===== src/rtl/a429_tx_pkg.sv =====
package a429_tx_pkg;

    localparam int WORD_W  = 32;
    localparam int HALF_W  = 16;
    localparam int LABEL_W = 8;

    typedef logic [WORD_W-1:0] tx_word_t;

    typedef struct packed {
        logic [HALF_W-1:0] upper;
        logic [HALF_W-1:0] lower;
    } word_halves_t;

    typedef enum logic [1:0] {
        SH_IDLE = 2'd0,
        SH_SEND = 2'd1,
        SH_GAP  = 2'd2
    } shift_state_t;

    // bit that makes the total count of ones odd
    function automatic logic odd_fill(input tx_word_t w);
        return ~(^w[WORD_W-2:0]);
    endfunction

    function automatic tx_word_t resolve_top_bit(input tx_word_t w, input logic use_par);
        tx_word_t r;
        r = w;
        if (use_par) r[WORD_W-1] = odd_fill(w);
        return r;
    endfunction

    // rearranged so that shifting out from bit 0 gives the line order
    function automatic tx_word_t line_order(input tx_word_t w);
        tx_word_t r;
        for (int k = 0; k < WORD_W; k++) begin
            if (k < LABEL_W) r[k] = w[LABEL_W-1-k];
            else             r[k] = w[k];
        end
        return r;
    endfunction

endpackage


===== src/rtl/a429_half_loader.sv =====
module a429_half_loader
    import a429_tx_pkg::*;
(
    input  logic              clk,
    input  logic              rst,
    input  logic [HALF_W-1:0] host_data,
    input  logic              load_lo,
    input  logic              load_hi,
    input  logic              par_en,
    input  logic              par_force_n,
    input  logic              fifo_full,
    output logic              commit,
    output tx_word_t          commit_word,
    output logic              lo_pending,
    output logic              overflow
);

    logic [HALF_W-1:0] lo_q;
    word_halves_t      joined;

    assign joined.upper = host_data;
    assign joined.lower = lo_q;

    assign commit      = load_hi & lo_pending & ~fifo_full;
    assign commit_word = resolve_top_bit(tx_word_t'(joined), par_force_n | par_en);

    always_ff @(posedge clk) begin
        if (rst) begin
            lo_q       <= '0;
            lo_pending <= 1'b0;
            overflow   <= 1'b0;
        end else begin
            if (load_lo) begin
                lo_q       <= host_data;
                lo_pending <= 1'b1;
            end else if (load_hi) begin
                lo_pending <= 1'b0;
            end
            if (load_hi && lo_pending && fifo_full)
                overflow <= 1'b1;
        end
    end

endmodule


===== src/rtl/a429_word_fifo.sv =====
module a429_word_fifo #(
    parameter int WIDTH = 32,
    parameter int DEPTH = 8
) (
    input  logic             clk,
    input  logic             rst,
    input  logic             wr_en,
    input  logic [WIDTH-1:0] wr_data,
    input  logic             rd_en,
    output logic [WIDTH-1:0] rd_data,
    output logic             empty,
    output logic             full
);

    localparam int PTR_W = (DEPTH > 1) ? $clog2(DEPTH) : 1;
    localparam int CNT_W = $clog2(DEPTH + 1);

    logic [WIDTH-1:0] mem [DEPTH];
    logic [PTR_W-1:0] wr_ptr, rd_ptr;
    logic [CNT_W-1:0] count;
    logic             do_wr, do_rd;

    function automatic logic [PTR_W-1:0] bump(input logic [PTR_W-1:0] p);
        return (p == PTR_W'(DEPTH - 1)) ? '0 : p + 1'b1;
    endfunction

    assign empty   = (count == '0);
    assign full    = (count == CNT_W'(DEPTH));
    assign do_wr   = wr_en & ~full;
    assign do_rd   = rd_en & ~empty;
    assign rd_data = mem[rd_ptr];

    always_ff @(posedge clk) begin
        if (do_wr) mem[wr_ptr] <= wr_data;
    end

    always_ff @(posedge clk) begin
        if (rst) begin
            wr_ptr <= '0;
            rd_ptr <= '0;
            count  <= '0;
        end else begin
            if (do_wr) wr_ptr <= bump(wr_ptr);
            if (do_rd) rd_ptr <= bump(rd_ptr);
            case ({do_wr, do_rd})
                2'b10:   count <= count + 1'b1;
                2'b01:   count <= count - 1'b1;
                default: count <= count;
            endcase
        end
    end

endmodule


===== src/rtl/a429_bit_shifter.sv =====
module a429_bit_shifter
    import a429_tx_pkg::*;
#(
    parameter int DIV_FAST = 10,
    parameter int DIV_SLOW = 80,
    parameter int GAP_BITS = 4
) (
    input  logic     clk,
    input  logic     rst,
    input  logic     tx_en,
    input  logic     slow_rate,
    input  logic     fifo_empty,
    input  tx_word_t head_word,
    output logic     pop,
    output logic     busy,
    output logic     line_hi,
    output logic     line_lo
);

    localparam int DIV_MAX = (DIV_SLOW > DIV_FAST) ? DIV_SLOW : DIV_FAST;
    localparam int TICK_W  = $clog2(DIV_MAX + 1);
    localparam int BIT_W   = $clog2(WORD_W);
    localparam int GAP_W   = (GAP_BITS > 1) ? $clog2(GAP_BITS) : 1;

    shift_state_t      state;
    tx_word_t          shreg;
    logic [TICK_W-1:0] tick, div_q, half;
    logic [BIT_W-1:0]  bit_cnt;
    logic [GAP_W-1:0]  gap_cnt;
    logic              period_end, first_half;

    assign half       = div_q >> 1;
    assign period_end = (tick == div_q - 1'b1);
    assign first_half = (tick < half);
    assign pop        = (state == SH_IDLE) && tx_en && !fifo_empty;
    assign busy       = (state != SH_IDLE);
    assign line_hi    = (state == SH_SEND) && first_half &&  shreg[0];
    assign line_lo    = (state == SH_SEND) && first_half && !shreg[0];

    always_ff @(posedge clk) begin
        if (rst) begin
            state   <= SH_IDLE;
            shreg   <= '0;
            tick    <= '0;
            div_q   <= TICK_W'(DIV_FAST);
            bit_cnt <= '0;
            gap_cnt <= '0;
        end else begin
            case (state)
                SH_IDLE: begin
                    if (pop) begin
                        shreg   <= line_order(head_word);
                        div_q   <= slow_rate ? TICK_W'(DIV_SLOW) : TICK_W'(DIV_FAST);
                        tick    <= '0;
                        bit_cnt <= '0;
                        state   <= SH_SEND;
                    end
                end
                SH_SEND: begin
                    if (period_end) begin
                        tick  <= '0;
                        shreg <= shreg >> 1;
                        if (bit_cnt == BIT_W'(WORD_W - 1)) begin
                            gap_cnt <= '0;
                            state   <= SH_GAP;
                        end else begin
                            bit_cnt <= bit_cnt + 1'b1;
                        end
                    end else begin
                        tick <= tick + 1'b1;
                    end
                end
                SH_GAP: begin
                    if (period_end) begin
                        tick <= '0;
                        if (gap_cnt == GAP_W'(GAP_BITS - 1)) state <= SH_IDLE;
                        else gap_cnt <= gap_cnt + 1'b1;
                    end else begin
                        tick <= tick + 1'b1;
                    end
                end
                default: state <= SH_IDLE;
            endcase
        end
    end

endmodule


===== src/rtl/a429_word_tx.sv =====
module a429_word_tx
    import a429_tx_pkg::*;
#(
    parameter int QUEUE_DEPTH = 8,
    parameter int DIV_FAST    = 10,
    parameter int DIV_SLOW    = 80,
    parameter int GAP_BITS    = 4
) (
    input  logic        clk,
    input  logic        rst,
    input  logic [15:0] host_data,
    input  logic        load_lo,
    input  logic        load_hi,
    input  logic        par_en,
    input  logic        par_force_n,
    input  logic        slow_rate,
    input  logic        tx_en,
    output logic        line_hi,
    output logic        line_lo,
    output logic        tx_ready,
    output logic        overflow
);

    logic     commit, lo_pending, fifo_full, fifo_empty, pop, busy;
    tx_word_t commit_word, head_word;

    a429_half_loader u_loader (
        .clk         (clk),
        .rst         (rst),
        .host_data   (host_data),
        .load_lo     (load_lo),
        .load_hi     (load_hi),
        .par_en      (par_en),
        .par_force_n (par_force_n),
        .fifo_full   (fifo_full),
        .commit      (commit),
        .commit_word (commit_word),
        .lo_pending  (lo_pending),
        .overflow    (overflow)
    );

    a429_word_fifo #(
        .WIDTH (WORD_W),
        .DEPTH (QUEUE_DEPTH)
    ) u_fifo (
        .clk     (clk),
        .rst     (rst),
        .wr_en   (commit),
        .wr_data (commit_word),
        .rd_en   (pop),
        .rd_data (head_word),
        .empty   (fifo_empty),
        .full    (fifo_full)
    );

    a429_bit_shifter #(
        .DIV_FAST (DIV_FAST),
        .DIV_SLOW (DIV_SLOW),
        .GAP_BITS (GAP_BITS)
    ) u_shift (
        .clk        (clk),
        .rst        (rst),
        .tx_en      (tx_en),
        .slow_rate  (slow_rate),
        .fifo_empty (fifo_empty),
        .head_word  (head_word),
        .pop        (pop),
        .busy       (busy),
        .line_hi    (line_hi),
        .line_lo    (line_lo)
    );

    always_ff @(posedge clk) begin
        if (rst)                         tx_ready <= 1'b1;
        else if (commit)                 tx_ready <= 1'b0;
        else if (fifo_empty && !busy)    tx_ready <= 1'b1;
    end

endmodule


===== config.mk =====
export PLATFORM = sky130hd
export DESIGN_NAME = a429_word_tx
export DESIGN_NICKNAME = d
export VERILOG_FILES = /design/src/rtl/a429_tx_pkg.sv /design/src/rtl/a429_half_loader.sv /design/src/rtl/a429_word_fifo.sv /design/src/rtl/a429_bit_shifter.sv /design/src/rtl/a429_word_tx.sv
export SDC_FILE = /design/constraint.sdc
export NUM_CORES = 1
export LEC_CHECK = 0
export BUFFER_PORTS_ARGS = -buffer_cell sky130_fd_sc_hd__buf_4
export CORE_MARGIN = 4
export CORE_UTILIZATION = 55
export DETAILED_ROUTE_END_ITERATION = 6
export MAX_ROUTING_LAYER = met4
export PLACE_DENSITY = 0.74
export SYNTH_ARGS = -nofsm -noshare
export SYNTH_HDL_FRONTEND = slang
export SYNTH_HIERARCHICAL = 1
export SYNTH_SLANG_ARGS = --single-unit

===== constraint.sdc =====
create_clock -name clk -period 4.76 [get_ports clk]
set_input_delay 0.476 -clock clk [delete_from_list [all_inputs] [get_ports clk]]
set_output_delay 0.476 -clock clk [all_outputs]
set_load 0.01 [all_outputs]

# After elaboration in Yosys (flattened, before gate mapping)
# Memory sizes are Yosys's and may differ from the RTL's. A register that Yosys moved wholly into a read port is not among the register bits.
# Cells that the tools add are included.
# op_classes
add_sub_neg	8
order_cmp	1
eq_ne	17
n_mux	34
bitwise_logic	8
reduce_logical	28
# op_table
cell	count
$mux W32	2
$pmux W32 S2	1
$reduce_xor A31 Y1	1
$mux W7	3
$mux W2	9
$mux W5	3
$pmux W7 S2	1
$reduce_bool A2 Y1	7
$mux W3	4
$pmux W5 S2	1
$reduce_and A5 Y1	2
$logic_and A1 B1 Y1	8
$ne A2 B2 Y1 const B	4
$pmux W4 S2	1
$add A7 B1 Y7 const B	1
$eq A7 B7 Y1	1
$lt A7 B6 Y1	1
$mux W1	7
$sub A7 B1 Y7 const B	1
$add A3 B1 Y3 const B	2
$eq A2 B2 Y1 const B	3
$eq A3 B3 Y1 const B	2
$ne A2 B1 Y1 const B	3
$pmux W2 S3	1
other kinds (18)	27
# totals
ff_bits	84
ramBits	256
input_bits	24
output_inout_bits	4
wordCells	110
memories	1
# memory_table
name	words	word_bits	rd	rd_ports_with_merged_regs	write_ports	line_no	source
u_fifo.mem	8	32	1	1	1	a429_word_fifo.sv:18	logic [WIDTH-1:0] mem [DEPTH];

# Logic depth before layout (Yosys ltp)
# Gate-level depths: netlist of the first run.
# depth
depth_word	6
depth_mapped	14
ltp_nobuf	14

# Hierarchy
# Netlist of the first run, hierarchy kept.
# by_module_without_submodules
module	n_inst	cells_per_inst	area_each_um2	seq_area_each_um2
a429_word_fifo	1	449	10451.3	7947.6
a429_bit_shifter	1	291	2613.8	1001.0
a429_half_loader	1	105	1043.5	360.3
a429_word_tx	1	4	40.0	20.0

# Worst setup path after synthesis of the first run
# No wires, ideal clock.
# synth_timing
path_kind	reg-to-reg
startpoint	register u_fifo.count[0]
endpoint	memory u_fifo.mem[0][0], enable pin
setup_time_ps	501
t_arrival_ps	4341
required_ps	4259
path_slack_ps	-83
stages_incl_launch_ff	8
path_buffers	2
period_less_slack_ps	4843
cell_sequence	dfxtp_1 -> buf_2 -> nor3_1 -> and2_1 -> nor2_1 -> a21bo_2 -> buf_2 -> nor4_1
# synth_between
elab_chain_len	6
# synth_lines
element	line_no	source
start, declared	a429_word_fifo.sv:20	logic [CNT_W-1:0] count;
start signal, assigned	a429_word_fifo.sv:46	2'b10: count <= count + 1'b1;
start signal, assigned	a429_word_fifo.sv:47	2'b01: count <= count - 1'b1;
start signal, assigned	a429_word_fifo.sv:48	default: count <= count;
$eq A4 B4 Y1	a429_word_fifo.sv:28	assign full = (count == CNT_W'(DEPTH));
named net fifo_full	a429_word_tx.sv:24	logic commit, lo_pending, fifo_full, fifo_empty, pop, busy;
$not A1 Y1	a429_half_loader.sv:24	assign commit = load_hi & lo_pending & ~fifo_full;
$and A1 B1 Y1	a429_half_loader.sv:24	
named net commit	a429_word_tx.sv:24	
$and A1 B1 Y1	a429_word_fifo.sv:29	assign do_wr = wr_en & ~full;
$mux W1	a429_word_fifo.sv:34	if (do_wr) mem[wr_ptr] <= wr_data;
$mux W1 (not written as such)	a429_word_fifo.sv:34	
end, declared	a429_word_fifo.sv:18	
# The timed path passes the listed nets, and every way through them passes these cells.

# Worst setup path after layout of the first run
# layout_timing
startpoint	register u_shift.state[1]
endpoint	register u_fifo.count[3]
# layout_between
elab_chain_len	6
elab_cells_between_ends	8
cone_classes	eq/ne: 2; mux: 1; bitwise: 1; reduce/logical: 4
# layout_lines
element	line_no	source
start, declared	a429_bit_shifter.sv:25	shift_state_t state;
start signal, assigned	a429_bit_shifter.sv:42	state <= SH_IDLE;
start signal, assigned	a429_bit_shifter.sv:56	state <= SH_SEND;
start signal, assigned	a429_bit_shifter.sv:65	state <= SH_GAP;
$logic_not A2 Y1 *	a429_bit_shifter.sv:35	assign pop = (state == SH_IDLE) && tx_en && !fifo_empty;
$logic_and A1 B1 Y1 * (2 in series)	a429_bit_shifter.sv:35	
named net pop	a429_word_tx.sv:24	
$and A1 B1 Y1 *	a429_word_fifo.sv:30	assign do_rd = rd_en & ~empty;
$eq A2 B1 Y1 or $eq A2 B2 Y1 (tied branches)	a429_word_fifo.sv:45	case ({do_wr, do_rd})
$pmux W4 S2 or $reduce_bool A2 Y1 (tied branches)	-	
# The timed path passes the listed nets; every way through them passes the cells marked *.
# A chain may end at the register's enable or synchronous reset.

==> summary.md, run 1 <==
| Metric | Value |
|---|---|
| Outcome | `finished, violations left` |
| Failing checks | `design-rule violations` |
| CTS tree | `built` |
| Final setup fails | `0` |
| Fmax | `0.336 GHz` |
| Routability cong. | `between 0.7 and 0.8` |
| CP Class | `flip-flop to flip-flop` |
| Compound-Gate Fraction of Synth Area | `5.33%` |
| Synth Area in XOR/XNOR | `about 2.5%` |
| DRT Pass-1 Iters | `7` |
| Setup TNS Final | `0 ps` |
| Max IR drop VDD | `between 0.3 and 0.4 mV` |
| Synthesis warning total | `6` |
| Post-synth ARST share | `0%` |
| Placed Cells | `1160` |
| Clk_skew | `between 20 and 25 ps` |
| Die height | `between 150 and 200 um` |
| MaxCap Viol Count | `0` |
| Share of the yosys chip area belonging to registers | `65.9%` |
| Main synth FF type | `edfxtp_1` |
| Vias | `7467` |
| Commonest cells after routing, fill and taps aside | `256 x edfxtp_1, 79 x dfxtp_1, 52 x a21oi_1` |
| Most common cell after layout, fill and taps aside | `edfxtp_1` |
| Syn_nets | `between 800 and 900` |
| Post-CTS sizing | `0` |
| Routed wire length | `~28000 um` |
| Hpwl dp | `~16000 um` |
| Multiplexer share of the synthesized area | `17.4%` |
| Vias per cell | `6.10` |
| Most used cell, CP | `inv_1` |
| Synth Instances | `849` |
| Vias in the first global route | `between 7000 and 8000` |
| Die W | `approximately 170 um` |
| FF+latch count, synth | `about 340` |
| DR DRC count | `4` |
| First-pass GRT wire length | `~44000 um` |
| Unrepaired setup endpoints after global routing | `no` |
| CTS Buf Count | `35` |
| Crit share post-route | `between 60% and 70%` |
| Syn avg cell area | `~17 um2` |
| Max clock buf depth | `3` |
| Wire length per cell | `~23 um` |
| Number of diodes | `0` |
| DR iter-0 viols | `around 630` |
| Slew Limit Fails | `0` |
| Hold crit path type | `input port to flip-flop` |
| Final Instance Count excl. Fillers | `roughly 1200` |
| ANT nets after route | `0` |
| Final min period | `slightly below 3000 ps` |
| Crit path largest cell delay | `between 300 and 400 ps` |
| Final Power | `6.84 mW` |
| PD cells | `roughly 430 nW/um2` |
| Relative slew slack | `approximately a quarter` |
| Hold slack | `just over 200 ps` |
| Post-cts hold buffer count | `0` |
| Post-synthesis cell type count | `57` |
| Ports | `28` |
| Area added between synthesis and finish | `11.4%` |
| Clock Pin Slew Worst Setup and Hold Paths | `approximately 60 ps` |
| Crit. End Element | `flip-flop` |
| Grt total ovfl | `0` |
| Core area | `25300 um2` |
| CP Max Fanout | `7` |
| Share of cells above drive strength 1 | `22.1%` |
| Initial antenna violation count | `0` |
| Leak Pwr | `about 5.3 nW` |
| H-tree depth reported by CTS | `2` |
| Simple-gate share of the synthesized area | `3.97%` |
| Fill count | `1816` |
| Starting density of the core | `56.0%` |
| Largest net degree at the start of global routing | `78` |
| Die footprint | `28400 um2` |
| Worst-Margin Slew | `about 1100 ps` |
| Crit path cell chain | `inv_1 -> ha_1 -> inv_1 -> or3_1 -> inv_1 -> o41ai_2 -> inv_1 -> ha_1 -> nor4b_1 -> a41oi_1 -> o41ai_2 -> mux2_2` |
| GR Util All Layers | `roughly a fifth` |
| I/O Buffers | `27` |
| Fin. Hold Viols | `0` |
| Combinational family with the most area after synthesis | `multiplexers` |
| Mapped cell area | `~14000 um2` |
| Worst-Skew Late Latency | `approximately 520 ps` |
| CTS root buf | `clkbuf_16` |
| Crit start category | `flip-flop` |
| Synth Area in Adders | `between 1.5 and 2%` |
| Post-synth EDFFs | `between 200 and 300` |
| Crit-path slowest cell | `or3_1` |
| Cell Rows | `58` |
| Required time of the critical path | `between 5000 and 6000 ps` |
| Critical Path AT | `approximately 3400 ps` |
| Clock sinks | `between 300 and 400` |
| Final Net Count | `911` |
| Setup Buffers After CTS | `0` |
kinds of logic after synthesis:
| group | after synthesis |
|---|---|
| fa+ha+maj | 20 |
| compound gates | 115 |
| xor+xnor | 33 |
| buf+inv | 79 |
| simple gates | 114 |
| flops | 338 |
| mux | 150 |
metrics by stage:
step	area, um2	setup WS [ps]	utilization, %
final	15800	1790	62.4
after global routing	15800	1500	62.4
after CTS	15800	1770	62.4
after detailed placement	14600	1780	57.8
after global placement	14600	1950	57.8
after floorplan	14200	771	-
cells in the mapped netlist, drive strengths merged, types with 6 or more instances:
| cell | count | area share, % |
|---|---|---|
| edfxtp | 256 | 54 |
| dfxtp | 82 | 12 |
| mux4 | 64 | 11 |
| a21oi | 52 | 1.8 |
| mux2i | 51 | 3.6 |
| buf | 45 | 2.2 |
| nor2 | 37 | 1.0 |
| mux2 | 35 | 3.0 |
| a211oi | 33 | 1.8 |
| nand2 | 27 | 0.72 |
| xnor2 | 23 | 1.5 |
| clkbuf | 20 | 0.54 |
| ha | 20 | 1.8 |
| inv | 14 | 0.37 |
| nand4 | 9 | 0.40 |
| nor3 | 9 | 0.35 |
| o21ai | 7 | 0.25 |
| xor2 | 6 | 0.37 |
sequential cells by signal, summed over array words and instances (netlist names), named ones only:
signal	count
u_loader/lo_pending	1
u_fifo/rd_ptr	3
u_loader/overflow	1
u_fifo/count	4
u_shift/gap_cnt	2
u_fifo/mem	256
u_loader/lo_q	16
u_shift/shreg	32
u_fifo/wr_ptr	3
tx_ready	1
u_shift/div_q	2
u_shift/bit_cnt	5
u_shift/state	2
u_shift/tick	7
layer usage:
layer | vias up | part of all wire [%] | global-route usage, %
li1 | 3376 | - | -
met1 | 3856 | 46 | 29.7
met2 | 191 | 48 | 31.4
met3 | 44 | 4.5 | 2.58
met4 | 0 | 1.8 | 5.26
met5 | - | 0 | -
critical path, delay by kind of cell, from the launching register on:
kind | cells | cell delay [ps]
AND/OR/NAND/NOR | 2 | 740
adder cells (fa/ha/maj) | 2 | 550
buffers and inverters | 4 | 540
AO/OA/AOI/OAI | 3 | 370
multiplexers | 1 | 360
flip-flops | 1 | 310
final timing paths:
kind                            slack (ps)                           from                            end  cells past startpoint
worst max-delay path                  1790  u_shift/state[1]$_SDFFE_PP0P_   u_fifo/count[3]$_SDFFE_PP0P_                     12
worst min register to register         470  u_shift/div_q[4]$_SDFFE_PP0P_  u_shift/div_q[4]$_SDFFE_PP0P_                      2
worst max register to register        1790  u_shift/state[1]$_SDFFE_PP0P_   u_fifo/count[3]$_SDFFE_PP0P_                     12
worst min-delay path                   210                   host_data[7]    u_fifo/mem[3][23]$_DFFE_PP_                      1
cell type report:
class / count / area, um2 / area share, %
Sequential cell: 338 / 9340 / 59.2
Multi-Input combinational cell: 432 / 4440 / 28.2
Clock buffer: 58 / 1080 / 6.87
Tap cell: 330 / 413 / 2.62
Timing Repair Buffer: 46 / 345 / 2.19
Clock inverter: 6 / 95.1 / 0.603
Inverter: 14 / 52.6 / 0.333
power breakdown:
part,leakage [nW],internal (mW),switching [mW]
logic,1.71,0.299,0.447
registers,3.00,3.27,0.0663
clock network,0.577,1.67,1.08
total,5.28,5.24,1.60
Power figures use the tool's default switching activity.
==> run 2, diff against run 1 <==
==> constraint.sdc (replaced) <==
create_clock -name clk -period 2.45 [get_ports clk]
set_input_delay 0.245 -clock clk [delete_from_list [all_inputs] [get_ports clk]]
set_output_delay 0.245 -clock clk [all_outputs]
set_load 0.01 [all_outputs]
==> run 2 against run 1 <==
  * The flow finishes with violations (negative setup slack)
  * Core utilization grew 3.0 points
  * Final area grew 4.8%
  * First-iteration DRC count shrank 15%
  * Routed wire length grew 3.0%
  * Non-clock buffer count grew 50
  * Critical endpoint is now line_hi
  * Highest routed layer unchanged
==> summary.md, run 2 (synthesized netlist as in run 1, its figures left out) <==
| Metric | Value |
|---|---|
| WHS Endpoint | `u_fifo/mem[4][24]$_DFFE_PP_` |
| Register-to-Register Path Depth | `12 (unchanged)` |
| Max IR drop VDD | `0.672 mV (+98%)` |
| Grt total ovfl | `0 (unchanged)` |
| Leak Pwr | `5.58 nW (+5.6%)` |
| CTS root buf | `clkbuf_16` |
| Fin. Hold Viols | `0 (unchanged)` |
| ANT nets after route | `0 (unchanged)` |
| Critical Path AT | `2270 ps (-1100 ps)` |
| Crit. End Element | `output pin` |
| DR DRC count | `0 (-4)` |
| Final Power | `13.4 mW (+96%)` |
| Number of diodes | `0 (unchanged)` |
| Setup slack, reg-to-reg | `20 ps (-1770 ps)` |
| RR Endpoint | `u_fifo/count[2]$_SDFFE_PP0P_` |
| Vias per cell | `6.03 (-1.2%)` |
| Worst Hold Depth | `1 (unchanged)` |
| Routed wire length | `28800 um (+3.0%)` |
| Max reg flops | `256 (unchanged)` |
| DR iter-0 viols | `531 (-15%)` |
| Cell Rows | `58 (unchanged)` |
| Area added between synthesis and finish | `16.8%` |
| Slew Limit Fails | `0 (unchanged)` |
| Crit start category | `flip-flop` |
| Relative slew slack | `57.9% (+32 points)` |
| MaxCap Viol Count | `0 (unchanged)` |
| Hpwl dp | `16200 um (+1.7%)` |
| Final setup fails | `2 (+2)` |
| Largest regs | `u_fifo/mem: 256 flops, u_shift/shreg: 32 flops, u_loader/lo_q: 16 flops` |
| First-pass GRT wire length | `45300 um (+3.1%)` |
| Failing checks | `negative setup slack` |
| GR Util All Layers | `21.3% (+0.81 points)` |
| Hold Crit Start | `host_data[8]` |
| Unrepaired setup endpoints after global routing | `yes` |
| Clock Pin Slew Worst Setup and Hold Paths | `60 ps (about the same)` |
| Register with the highest flop count | `u_fifo/mem` |
| CTS tree | `built` |
| Largest net degree at the start of global routing | `35 (-55%)` |
| Worst-Skew Late Latency | `520 ps (about the same)` |
| Routability cong. | `0.800 (+2.3%)` |
| Wire length per cell | `22.6 um (-1.0%)` |
| Die W | `168 um (unchanged)` |
| Fmax | `approximately 0.4 GHz` |
| I/O Buffers | `27 (unchanged)` |
| Most common cell after layout, fill and taps aside | `edfxtp_1` |
| Die footprint | `28400 um2 (unchanged)` |
| Clk_skew | `20.0 ps (-4.16 ps)` |
| Final Net Count | `961 (+5.5%)` |
| Reg-to-reg startpoint | `u_fifo/count[1]$_SDFFE_PP0P_` |
| Starting density of the core | `56.0% (unchanged)` |
| Final core occ | `65.4% (+3.0 points)` |
| Share of cells above drive strength 1 | `27.8% (+5.6 points)` |
| Crit share post-route | `102%` |
| Vias | `7682 (+2.9%)` |
| Worst setup margin | `-60.6 ps (-1850 ps)` |
| Worst-Margin Slew | `631 ps (-483 ps)` |
| Initial antenna violation count | `0 (unchanged)` |
| CP Class | `flip-flop to output pin` |
| Fill count | `1730 (-4.7%)` |
| Ports | `28 (unchanged)` |
| Max clock buf depth | `3 (unchanged)` |
| H-tree depth reported by CTS | `2 (unchanged)` |
| Final min period | `between 2000 and 3000 ps` |
| Outcome | `finished, violations left` |
| DRT Pass-1 Iters | `5 (-2)` |
| Commonest cells after routing, fill and taps aside | `256 x edfxtp_1, 71 x dfxtp_1, 68 x buf_4` |
| PD cells | `811 nW/um2 (+87%)` |
| Vias in the first global route | `7931 (+4.5%)` |
| Core area | `25300 um2 (unchanged)` |
| Hold crit path type | `input port to flip-flop` |
| CP Max Fanout | `5 (-2)` |
| CTS Buf Count | `35 (unchanged)` |
| Required time of the critical path | `2200 ps (-2950 ps)` |
| Die height | `168 um (unchanged)` |
| Clock sinks | `338 (unchanged)` |
run 2: how the worst max path moves through the flow:
stage | start | to | slack [ps] | cells after the start
CTS | u_shift/div_q[3]$_SDFFE_PP1P_ | line_hi | -60 | 6
global route | u_shift/div_q[3]$_SDFFE_PP1P_ | line_hi | -160 | 6
detailed placement | u_shift/state[1]$_SDFFE_PP0P_ | u_fifo/count[3]$_SDFFE_PP0P_ | -90 | 12
floorplan | u_fifo/count[0]$_SDFFE_PP0P_ | u_fifo/mem[7][0]$_DFFE_PP_ | -220 | 6
global placement | u_shift/state[0]$_SDFFE_PP0P_ | u_fifo/count[3]$_SDFFE_PP0P_ | 2 | 12
finish | u_shift/tick[1]$_SDFFE_PP0P_ | line_hi | -60 | 6
run 2: layout make-up:
class	count	area [um2]	area share [%]
sequential	338	9350	56.6
multi-input combinational	432	4620	28.0
clock buffer	45	975	5.90
timing repair buffer	96	933	5.65
tap	330	413	2.50
clock inverter	19	180	1.09
inverter	14	55.1	0.333
run 2: metrics by stage:
stage | hold WS [ps] | worst slack, ps | area [um2] | setup TNS, ps | std cells
3_5_place_dp | 458 | -91.0 | 15100 | -147 | 1194
6_report | 7.85 | -60.6 | 16500 | -104 | 1274
3_3_place_gp | 447 | 1.93 | 15100 | 0 | 1194
2_1_floorplan | 344 | -224 | 14200 | -30000 | 849
5_1_grt | 7.15 | -161 | 16500 | -384 | 1274
4_1_cts | 2.09 | -56.5 | 16500 | -105 | 1274
run 2: repair_timing:
item | in CTS | in global routing
buffers inserted | 4 | 0
pin swaps | 5 | 0
resized for setup | 20 | 14
hold endpoints to repair | 76 | 0
setup endpoints to repair | 4 | 4
hold buffers | 12 | 0
run 2: power breakdown:
part / switching, mW / internal (mW) / total [mW]
Combinational: 0.960 / 0.736 / 1.70
Sequential: 0.115 / 6.36 / 6.48
Clock: 2.09 / 3.14 / 5.23
Total: 3.17 / 10.2 / 13.4
run 2: critical path, cell delays in order, from the launching register on:
cell and delay [ps]:
dfxtp_2 340, or3b_1 350, a21o_1 170, a211o_1 290
a2111oi_4 330, and2_4 200, buf_6 90
run 2: metal layers:
layer  vias up  track usage, %  part of all wire, %
met2       232            34.6                   50
met1      3940            29.0                   43
li1       3466               -                    -
met4         0            4.87                  1.7
met5         -               -                    0
met3        44            3.26                  5.1
==> run 3, diff against run 2 <==
--- a/config.mk
+++ b/config.mk
@@ -9,7 +9,6 @@
 export CORE_MARGIN = 4
 export CORE_UTILIZATION = 55
 export DETAILED_ROUTE_END_ITERATION = 6
-export MAX_ROUTING_LAYER = met4
 export PLACE_DENSITY = 0.74
 export SYNTH_ARGS = -nofsm -noshare
 export SYNTH_HDL_FRONTEND = slang
==> run 3 against run 2 <==
  * The flow still finishes with violations (negative setup slack)
  * Sequential cell count did not move
  * Critical path type unchanged
  * Final cell count did not move
  * Critical path depth did not move
  * Core utilization did not move
  * Non-clock buffer count did not move
  * Combinational power barely moved
  * Die area did not move
  * Largest cell class unchanged
==> summary.md, run 3 (synthesized netlist as in run 1, its figures left out) <==
| Metric | Value |
|---|---|
| Outcome | `finished, violations left` |
| Failing checks | `negative setup slack` |
| Starting density of the core | `56.0% (unchanged)` |
| Fin. Hold Viols | `0 (unchanged)` |
| Largest net degree at the start of global routing | `35 (unchanged)` |
| Slew Limit Fails | `0 (unchanged)` |
| Max reg flops | `256 (unchanged)` |
| Max clock buf depth | `3 (unchanged)` |
| Hold crit path type | `input port to flip-flop` |
| Number of diodes | `0 (unchanged)` |
| CP Class | `flip-flop to output pin` |
| Final Power | `13.4 mW (about the same)` |
| Die footprint | `28400 um2 (unchanged)` |
| Initial antenna violation count | `0 (unchanged)` |
| Final setup fails | `2 (unchanged)` |
| Final Net Count | `961 (unchanged)` |
| Crit start category | `flip-flop` |
| Cell Rows | `58 (unchanged)` |
| Die W | `168 um (unchanged)` |
| Most common cell after layout, fill and taps aside | `edfxtp_1` |
| Largest regs | `u_fifo/mem: 256 flops, u_shift/shreg: 32 flops, u_loader/lo_q: 16 flops` |
| Vias in the first global route | `7927 (-0.050%)` |
| Crit share post-route | `102% (-0.11 points)` |
| Most used routing layer in global routing | `met2` |
| Grt total ovfl | `0 (unchanged)` |
| GRT met2 Usage | `34.6% (unchanged)` |
| DR iter-0 viols | `492 (-7.3%)` |
| Final core occ | `65.4% (unchanged)` |
| Routed wire length | `28900 um (about the same)` |
| Pre-CTS setup slack | `-91.0 ps (unchanged)` |
| Relative slew slack | `58.0% (+0.086 points)` |
| Required time of the critical path | `2200 ps (about the same)` |
| Leak Pwr | `5.58 nW (unchanged)` |
| Crit. End Element | `output pin` |
| Register with the highest flop count | `u_fifo/mem` |
| Routability cong. | `0.789 (-1.4%)` |
| Core area | `25300 um2 (unchanged)` |
| Ports | `28 (unchanged)` |
| Worst-Skew Late Latency | `510 ps (about the same)` |
| GR Util met3 | `3.26% (unchanged)` |
| Commonest cells after routing, fill and taps aside | `256 x edfxtp_1, 71 x dfxtp_1, 68 x buf_4` |
| I/O Buffers | `27 (unchanged)` |
| Fmax | `0.399 GHz (+0.11%)` |
| GR Util All Layers | `20.7% (-0.64 points)` |
| Critical Path AT | `2260 ps (about the same)` |
| CTS Buf Count | `35 (unchanged)` |
| H-tree depth reported by CTS | `2 (unchanged)` |
| Setup TNS Final | `-98.8 ps (+5.35 ps)` |
| Die height | `168 um (unchanged)` |
| Unrepaired setup endpoints after global routing | `yes` |
| DR DRC count | `0 (unchanged)` |
| Clock Pin Slew Worst Setup and Hold Paths | `60 ps (about the same)` |
| Final min period | `2510 ps (-2.68 ps)` |
| Clk_skew | `19.2 ps (-0.784 ps)` |
| CP Max Fanout | `5 (unchanged)` |
| First-pass GRT wire length | `45400 um (about the same)` |
| Worst-Margin Slew | `630 ps (-1.29 ps)` |
| Clock sinks | `338 (unchanged)` |
| Share of cells above drive strength 1 | `27.8% (unchanged)` |
| Worst setup margin | `-57.9 ps (+2.68 ps)` |
| Vias | `7663 (-0.25%)` |
| DRT Pass-1 Iters | `5 (unchanged)` |
| ANT nets after route | `0 (unchanged)` |
| Global-route met1 utilization | `28.9% (-0.032 points)` |
| Vias per cell | `6.01 (-0.25%)` |
| Max IR drop VDD | `0.672 mV (about the same)` |
| Area added between synthesis and finish | `16.8% (unchanged)` |
| Hold slack | `11.5 ps (+3.64 ps)` |
| Wire length per cell | `22.7 um (about the same)` |
| CTS tree | `built` |
| MaxCap Viol Count | `0 (unchanged)` |
| Hpwl dp | `16200 um (unchanged)` |
| PD cells | `811 nW/um2 (about the same)` |
| CTS root buf | `clkbuf_16` |
## run 3: power breakdown
part / total, mW / switching [mW] / internal, mW
combinational: 1.70 / 0.960 / 0.736
sequential: 6.48 / 0.116 / 6.36
clock: 5.23 / 2.09 / 3.14
total: 13.4 / 3.17 / 10.2
## run 3: routing by layer
layer	part of all wire, %	vias to the layer above
li1	-	3466
met1	43	3947
met2	50	207
met3	4.8	43
met4	1.8	0
met5	0	-
## run 3: cell type report
class                      count  area, um2
inverter                      14       55.1
sequential                   338       9350
clock inverter                19        180
timing repair buffer          96        933
clock buffer                  45        975
multi-input combinational    432       4620
tap                          330        413
fill                        1730       8730
## run 3: path summary, 6_finish.rpt
check | from | to | slack (ps) | cells after the start
setup reg to reg | u_fifo/count[1]$_SDFFE_PP0P_ | u_fifo/count[2]$_SDFFE_PP0P_ | 20 | 12
setup / recovery | u_shift/tick[1]$_SDFFE_PP0P_ | line_hi | -60 | 6
hold reg to reg | tx_ready$_SDFFE_PP1P_ | tx_ready$_SDFFE_PP1P_ | 460 | 1
hold / removal | host_data[8] | u_fifo/mem[4][24]$_DFFE_PP_ | 10 | 1
## run 3: critical path, stage by stage (launching register included)
cell       delay (ps)
dfxtp_2           340
or3b_1            350
a21o_1            170
a211o_1           290
a2111oi_4         330
and2_4            200
buf_6              90
## run 3: through the flow
stage	instance area (um2)	cells
after floorplan	14200	849
after global placement	15100	1194
after detailed placement	15100	1194
after CTS	16500	1274
after global routing	16500	1274
final	16500	1274
## run 3: timing repair
item | CTS | global route
buffers inserted | 4 | 0
endpoints found under the setup margin | 4 | 4
hold buffers | 12 | 0
gates resized for setup | 20 | 14
pin swaps | 5 | 0
endpoints found under the hold margin | 76 | 0
